`config.mk`:
```
export PLATFORM = sky130hd
export DESIGN_NAME = edge_irq_unit
export DESIGN_NICKNAME = d
export VERILOG_FILES = /design/src/rtl/edge_irq_pkg.sv /design/src/rtl/edge_irq_ctrl.sv /design/src/rtl/edge_irq_datapath.sv /design/src/rtl/edge_irq_unit.sv
export SDC_FILE = /design/constraint.sdc
export NUM_CORES = 1
export LEC_CHECK = 0
export BUFFER_PORTS_ARGS = -buffer_cell sky130_fd_sc_hd__buf_2
export CAP_MARGIN = 10
export CELL_PAD_IN_SITES_DETAIL_PLACEMENT = 1
export CELL_PAD_IN_SITES_GLOBAL_PLACEMENT = 2
export CORE_MARGIN = 4
export CORE_UTILIZATION = 36
export CTS_CLUSTER_DIAMETER = 30
export CTS_CLUSTER_SIZE = 14
export DETAILED_ROUTE_END_ITERATION = 8
export PLACE_DENSITY_LB_ADDON = 0.1
export SETUP_SLACK_MARGIN = 0.2
export SLEW_MARGIN = 20
export SYNTH_ARGS = -nofsm -noshare
export SYNTH_HDL_FRONTEND = slang
export SYNTH_SLANG_ARGS = --single-unit
export TNS_END_PERCENT = 10
```
`constraint.sdc`:
```
create_clock -name clk -period 0.9 [get_ports clk]
set_input_delay 0.045 -clock clk [delete_from_list [all_inputs] [get_ports clk]]
set_output_delay 0.045 -clock clk [all_outputs]
set_load 0.05 [all_outputs]
```
`src/rtl/edge_irq_pkg.sv`:
```
package edge_irq_pkg;

  typedef enum logic [1:0] {
    OP_IDLE         = 2'b00,
    OP_SET_ENABLE   = 2'b01,
    OP_SET_POLARITY = 2'b10,
    OP_EXCHANGE     = 2'b11
  } busOp_e;

  typedef struct packed {
    logic loadEnable;
    logic loadPolarity;
    logic exchange;
  } ctrlStrobes_t;

endpackage

```
`src/rtl/edge_irq_ctrl.sv`:
```
module edge_irq_ctrl
  import edge_irq_pkg::*;
(
  input  logic         clk,
  input  logic         rst_n,
  input  logic [1:0]   busOp,
  output ctrlStrobes_t strobes
);

  busOp_e opDecoded;

  always_comb begin
    opDecoded = busOp_e'(busOp);
    strobes   = '0;
    unique case (opDecoded)
      OP_SET_ENABLE:   strobes.loadEnable   = 1'b1;
      OP_SET_POLARITY: strobes.loadPolarity = 1'b1;
      OP_EXCHANGE:     strobes.exchange     = 1'b1;
      default:         strobes              = '0;
    endcase
  end

  // at most one register action per cycle
  p_one_strobe_r10: assert property (@(posedge clk) disable iff (!rst_n)
    $onehot0({strobes.loadEnable, strobes.loadPolarity, strobes.exchange}));

  // idle code raises no strobe
  p_idle_quiet_r10: assert property (@(posedge clk) disable iff (!rst_n)
    (busOp == 2'b00) |-> (strobes == '0));

endmodule

```
`src/rtl/edge_irq_datapath.sv`:
```
module edge_irq_datapath
  import edge_irq_pkg::*;
#(
  parameter int NUM_PINS    = 8,
  parameter int SYNC_STAGES = 2
) (
  input  logic                clk,
  input  logic                rst_n,
  input  logic [NUM_PINS-1:0] pinIn,
  input  ctrlStrobes_t        strobes,
  input  logic [NUM_PINS-1:0] busWdata,
  output logic [NUM_PINS-1:0] busRdata,
  output logic                irqReq
);

  localparam int LastStage = SYNC_STAGES - 1;

  logic [SYNC_STAGES-1:0][NUM_PINS-1:0] syncPipe;
  logic [NUM_PINS-1:0] syncOut;
  logic [NUM_PINS-1:0] prevSample;
  logic [NUM_PINS-1:0] polarityReg;
  logic [NUM_PINS-1:0] enableReg;
  logic [NUM_PINS-1:0] pendingReg;
  logic [NUM_PINS-1:0] edgeHit;
  logic [NUM_PINS-1:0] clearMask;
  logic [NUM_PINS-1:0] nextPending;

  // Synchroniser chain, one lane per pin
  always_ff @(posedge clk or negedge rst_n) begin
    if (!rst_n) begin
      syncPipe   <= '0;
      prevSample <= '0;
    end else begin
      syncPipe   <= {syncPipe[LastStage-1:0], pinIn};
      prevSample <= syncOut;
    end
  end

  assign syncOut = syncPipe[LastStage];

  // Per-pin edge detector; polarity bit 1 selects falling
  for (genvar p = 0; p < NUM_PINS; p++) begin : g_edge
    assign edgeHit[p] = polarityReg[p] ? (prevSample[p] & ~syncOut[p])
                                       : (~prevSample[p] & syncOut[p]);
  end

  // Bitwise clear, set dominates
  always_comb begin
    clearMask   = strobes.exchange ? busWdata : '0;
    nextPending = (pendingReg & ~clearMask) | edgeHit;
  end

  always_ff @(posedge clk or negedge rst_n) begin
    if (!rst_n) begin
      pendingReg  <= '0;
      enableReg   <= '0;
      polarityReg <= '0;
      busRdata    <= '0;
    end else begin
      pendingReg <= nextPending;
      if (strobes.exchange)     busRdata    <= pendingReg;
      if (strobes.loadEnable)   enableReg   <= busWdata;
      if (strobes.loadPolarity) polarityReg <= busWdata;
    end
  end

  assign irqReq = |(pendingReg & enableReg);

  // every detected edge is recorded at the next edge (also R4, R7)
  p_edge_recorded_r2: assert property (@(posedge clk) disable iff (!rst_n)
    (edgeHit != '0) |=> ((pendingReg & $past(edgeHit)) == $past(edgeHit)));

  // exchange returns the word held before the access
  p_xchg_returns_old_r5: assert property (@(posedge clk) disable iff (!rst_n)
    strobes.exchange |=> (busRdata == $past(pendingReg)));

  // bits outside the clear mask survive an exchange
  p_unmasked_kept_r6: assert property (@(posedge clk) disable iff (!rst_n)
    strobes.exchange |=>
      ((pendingReg & $past(pendingReg & ~busWdata)) == $past(pendingReg & ~busWdata)));

  // non-exchange cycles never drop a pending bit
  p_no_drop_r9: assert property (@(posedge clk) disable iff (!rst_n)
    !strobes.exchange |=> ((pendingReg & $past(pendingReg)) == $past(pendingReg)));

  // request holds while nothing can remove its cause
  p_irq_hold_r8: assert property (@(posedge clk) disable iff (!rst_n)
    (irqReq && !strobes.exchange && !strobes.loadEnable) |=> irqReq);

  // readback only moves on an exchange
  p_rdata_stable_r5: assert property (@(posedge clk) disable iff (!rst_n)
    !strobes.exchange |=> $stable(busRdata));

endmodule

```
`src/rtl/edge_irq_unit.sv`:
```
module edge_irq_unit
  import edge_irq_pkg::*;
#(
  parameter int NUM_PINS    = 8,
  parameter int SYNC_STAGES = 2
) (
  input  logic                clk,
  input  logic                rst_n,
  input  logic [NUM_PINS-1:0] pinIn,
  input  logic [1:0]          busOp,
  input  logic [NUM_PINS-1:0] busWdata,
  output logic [NUM_PINS-1:0] busRdata,
  output logic                irqReq
);

  ctrlStrobes_t strobes;

  edge_irq_ctrl u_ctrl (
    .clk     (clk),
    .rst_n   (rst_n),
    .busOp   (busOp),
    .strobes (strobes)
  );

  edge_irq_datapath #(
    .NUM_PINS    (NUM_PINS),
    .SYNC_STAGES (SYNC_STAGES)
  ) u_datapath (
    .clk      (clk),
    .rst_n    (rst_n),
    .pinIn    (pinIn),
    .strobes  (strobes),
    .busWdata (busWdata),
    .busRdata (busRdata),
    .irqReq   (irqReq)
  );

endmodule

```
* After elaboration in Yosys (flattened, before gate mapping)
Index checks and enable logic that the tools add are counted.
Widths: inputs -> output; s select.
** Cells by class
- Add/subtract/negate cells :: 0
- Multipliers :: 0
- Divide/modulo/power cells :: 0
- Magnitude comparators :: 0
- Equal/unequal tests :: 3
- Shift-type cells :: 0
- Multiplexer cells :: 12
- Bitwise gates (word level) :: 36
- Reduce and logical (&&, ||, !) cells :: 1
** Operator list (number)
- $and 1x1->1 :: 16
- $and 8x8->8 :: 2
- $not 1->1 :: 16
- $mux 1 :: 11
- $mux 8 :: 1
- $not 8->8 :: 1
- $or 8x8->8 :: 1
- $reduce_or 8->1 :: 1
- $eq 2x2->1 const B :: 2
- $eq 2x1->1 const B :: 1
** Storage, ports and cells
- Bits in registers :: 56
- Latch bits :: 0
- Memory bits (writable) :: 0
- Bits in read-only memories :: 0
- Input port bits :: 20
- Output and inout port bits :: 9
- Logic and storage cells :: 59
- Memories :: 0

* Depth between registers and ports, before layout
- Depth after elaboration :: 6
- Depth in mapped cells :: 4
- Gate-level depth less buffers :: 2

* By module
From an unflattened synthesis, not the netlist that was laid out.
** Unflattened totals
- Cell total of the unflattened synthesis :: 123
- Area, all modules :: 1989.4 sq um
** Modules (own cells, without submodules)
- edge_irq_datapath :: instances 1, cells an instance 120, area each 1966.9 sq um, sequential area each 1401.3 sq um
- edge_irq_ctrl :: instances 1, cells an instance 3, area each 22.5 sq um, sequential area each 0.0 sq um

* Least setup slack after synthesis
No wires, ideal clock.
- Path kind :: register to output
- Start :: register u_datapath.pendingReg[2]
- End :: output irqReq
- Data arrival time :: 1.026 ns
- Data required time :: 0.855 ns
- Setup slack :: -0.171 ns
- Cell stages (with the launch flop) :: 3
- Cell sequence :: dfrtp_1 > a22oi_1 > nand4_1
** On the way
- Longest elaborated chain between the ends :: 2
** RTL lines
- start, declared :: line edge_irq_datapath.sv:23 : logic [NUM_PINS-1:0] pendingReg;
- start signal, assigned :: line edge_irq_datapath.sv:60 : pendingReg <= nextPending;
- $and 8x8->8 :: line edge_irq_datapath.sv:67 : assign irqReq = |(pendingReg & enableReg);
- $reduce_or 8->1 :: line edge_irq_datapath.sv:67
- end, declared :: line edge_irq_unit.sv:13 : output logic irqReq
No other way between the ends.

* Worst setup path in the final report
- Start :: register u_datapath.pendingReg[0]
- End :: output irqReq
Same word-level chain as after synthesis.

==> impl_metrics.toml <==
[placed_design]
post-dp-hpwl_mm = 3.07
place_congestion = 0.732
io_buffers = 28

[finish]
fill_cells = 566
layout.nets = 216
antenna_cells = 0
drive_gt1_share_pct = 52.6
final_cell_mix = "dfrtp_1, buf_6, mux2_4, buf_2, buf_4"
area_delta_synth_final_pct = 38.7
final_core_util_pct = 51.9
final_common_cell = "dfrtp_1"

[synth]
syn-cell-area_mm2 = 0.00208
ys_ff_latch = 56
yosys-top-cells-area = "dfrtp_1, mux2_4, mux2_2, and3b_1, a211o_1"
syn-num-nets = 144
synthCells = 124
ys_warn_count = 0
yosysSeqAreaShare_pct = 67.2
yosys.area.top_type = "dfrtp_1"
syn_area_per_cell_um2 = 16.8
synthDistinctLibCells = 14
synth_top_area_share_pct = 67.2

[clock_tree]
cts_inserted_buffers = 5
ctsHtreeMaxLevel = 2
ctsRootBufferMaster = "clkbuf_8"
clock_latency_ns = 0.30
cts.sinks = 56
clockBufferDepth = 2
cts_tree = "done"
clk_pin_slew_ns = 0.09

[floorplanning]
dieWidth_um = 84.1
die_area_mm2 = 0.00707
die-height_um = 84.1
row_count = 27
initial_utilization_pct = 37.4
core-area_mm2 = 0.00557
io_pins = 29

[grt]
grt_usage_pct = 13.2
grt_start_max_net_pins = 25
grt_pass1_vias = 1496
grt_overflow = 0
grt_first_pass_wirelength_mm = 7.42
antenna_found_initial = 0

[sta]
holdWs_ns = 0.00681
drv_slew = 0
finalCritPeriodShare_pct = 148
max_freq_mhz = 752
finClkSkew_ns = 0.00800
worstMarginPinSlew_ns = 0.283
max_slew_margin_pct = 81.1
period_needed_ns = 1.33
tns_ns = -0.716
rsz0062_at_grt = "true"
final-setup-viol-count = 18
timing.final.ws_setup_ns = -0.430
hold_viol_final = 0

[setup_path]
crit_arrival_ns = 1.28
cp.buffers_inverters = 1
crit_chain = "a22oi_2 -> nand4_1 -> buf_6"
cp_slowest_cell = "dfrtp_1"
setup.worst_path.start = "u_datapath.pendingReg[0]"
setup.worst_path.start_class = "register"
path_class = "register to primary output"
slowest_delay_ns = 0.40
cp-end-kind = "primary output"
critPathMaxFanout = 2
critical_path.top_delay_family = "flip-flops"
rr_startpoint = "u_datapath.prevSample[5]"
required_ns = 0.85

[run_status]
status = "finished, violations left"
violations = "setup timing"

[run]
drv_cap = 0

[pwr]
p_leak_nw = 1.37
vdd_drop_max_mv = 0.901
power_density_mw_per_mm2 = 2130

[routing]
drc_errors = 0
wl_per_cell_um = 16.4
drt_wl_total_mm = 4.40
drtIter0Drc = 51
vias_per_cell = 4.68
via_count = 1254
ant_nets = 0
drt-pass1-iter-count = 4

[min_path]
hold_path_startpoint = "busWdata[4]"
hold_class = "primary input to register"
==> logic make-up (layout without fill, tap and decap cells) <==
family	Yosys count	in the layout	share of synthesized area, %
flops	56	56	67.2
simple gates	28	28	9.90
mux	24	24	15.8
compound gates	12	12	4.86
buf+inv	4	76	2.16
==> layer usage <==
metal,up-vias,track usage [%],routed length (um)
met4,0,3.51,25
met2,22,23.4,2330
met1,641,16.1,1910
met5,-,0,0
li1,589,-,-
met3,2,2.96,140
==> final timing paths <==
kind                                       endpoint  slack [ns]  depth (start not counted)
max in group asynchronous   u_datapath.enableReg[7]        0.34                          3
hold reg to reg               u_datapath.syncOut[4]        0.36                          0
hold / removal              u_datapath.enableReg[4]       0.007                          2
setup / recovery                             irqReq       -0.43                          3
setup reg to reg           u_datapath.pendingReg[5]       -0.05                          2
min in group asynchronous    u_datapath.busRdata[0]        0.16                          2
==> cell type report <==
| class | instances | area (um2) | area share [%] |
|---|---|---|---|
| clock buffer | 7 | 96.3 | 3.33 |
| multi-input combinational | 64 | 681 | 23.5 |
| sequential | 56 | 1400 | 48.6 |
| tap | 72 | 90.1 | 3.12 |
| timing repair buffer | 69 | 619 | 21.4 |
==> synthesized netlist by cell type <==
| cell type | n |
|---|---|
| nand2b_4 | 2 |
| buf_6 | 4 |
| a22oi_1 | 4 |
| mux2_2 | 8 |
| nor2_1 | 1 |
| a211o_1 | 7 |
| a221o_1 | 1 |
| and3b_1 | 8 |
| dfrtp_1 | 56 |
| nand4_1 | 1 |
| nand2_2 | 1 |
| nand3_1 | 8 |
| nor3b_1 | 7 |
| mux2_4 | 16 |
==> registers in the layout, indices dropped and copies added (netlist names) <==
register                cells
u_datapath.prevSample       8
u_datapath.enableReg        8
u_datapath.busRdata         8
u_datapath.syncOut          8
u_datapath.syncPipe         8
u_datapath.pendingReg       8
u_datapath.polarityReg      8
==> what timing repair did <==
action,in CTS,in global routing
hold buffers,9,0
setup endpoints to repair,41,85
pin swaps,9,6
hold endpoints to repair,66,0
gates resized for setup,31,10
buffers inserted,2,6
gates cloned,0,0
==> per-stage QoR <==
stage / cells / total power, mW / area [um2] / worst slack (ns)
after floorplan: 124 / 3.85 / 2090 / -0.171
after global placement: 244 / 4.37 / 2490 / -0.112
after detailed placement: 244 / 4.42 / 2490 / -0.147
after CTS: 262 / 6.14 / 2800 / -0.423
after global routing: 268 / 6.46 / 2890 / -0.432
final: 268 / 6.14 / 2890 / -0.430
==> worst register-to-register path, delay by kind of cell (launching register included) <==
kind,cells,cell delay [ns]
compound gates,1,0.27
flops,1,0.39
simple gates,1,0.18
==> power breakdown <==
part           switching, mW  total [mW]  internal (mW)
registers              0.235        3.08           2.84
logic                  0.740        1.65          0.906
clock network          0.732        1.42          0.687
total                   1.71        6.14           4.44
Power figures use the tool's default switching activity.
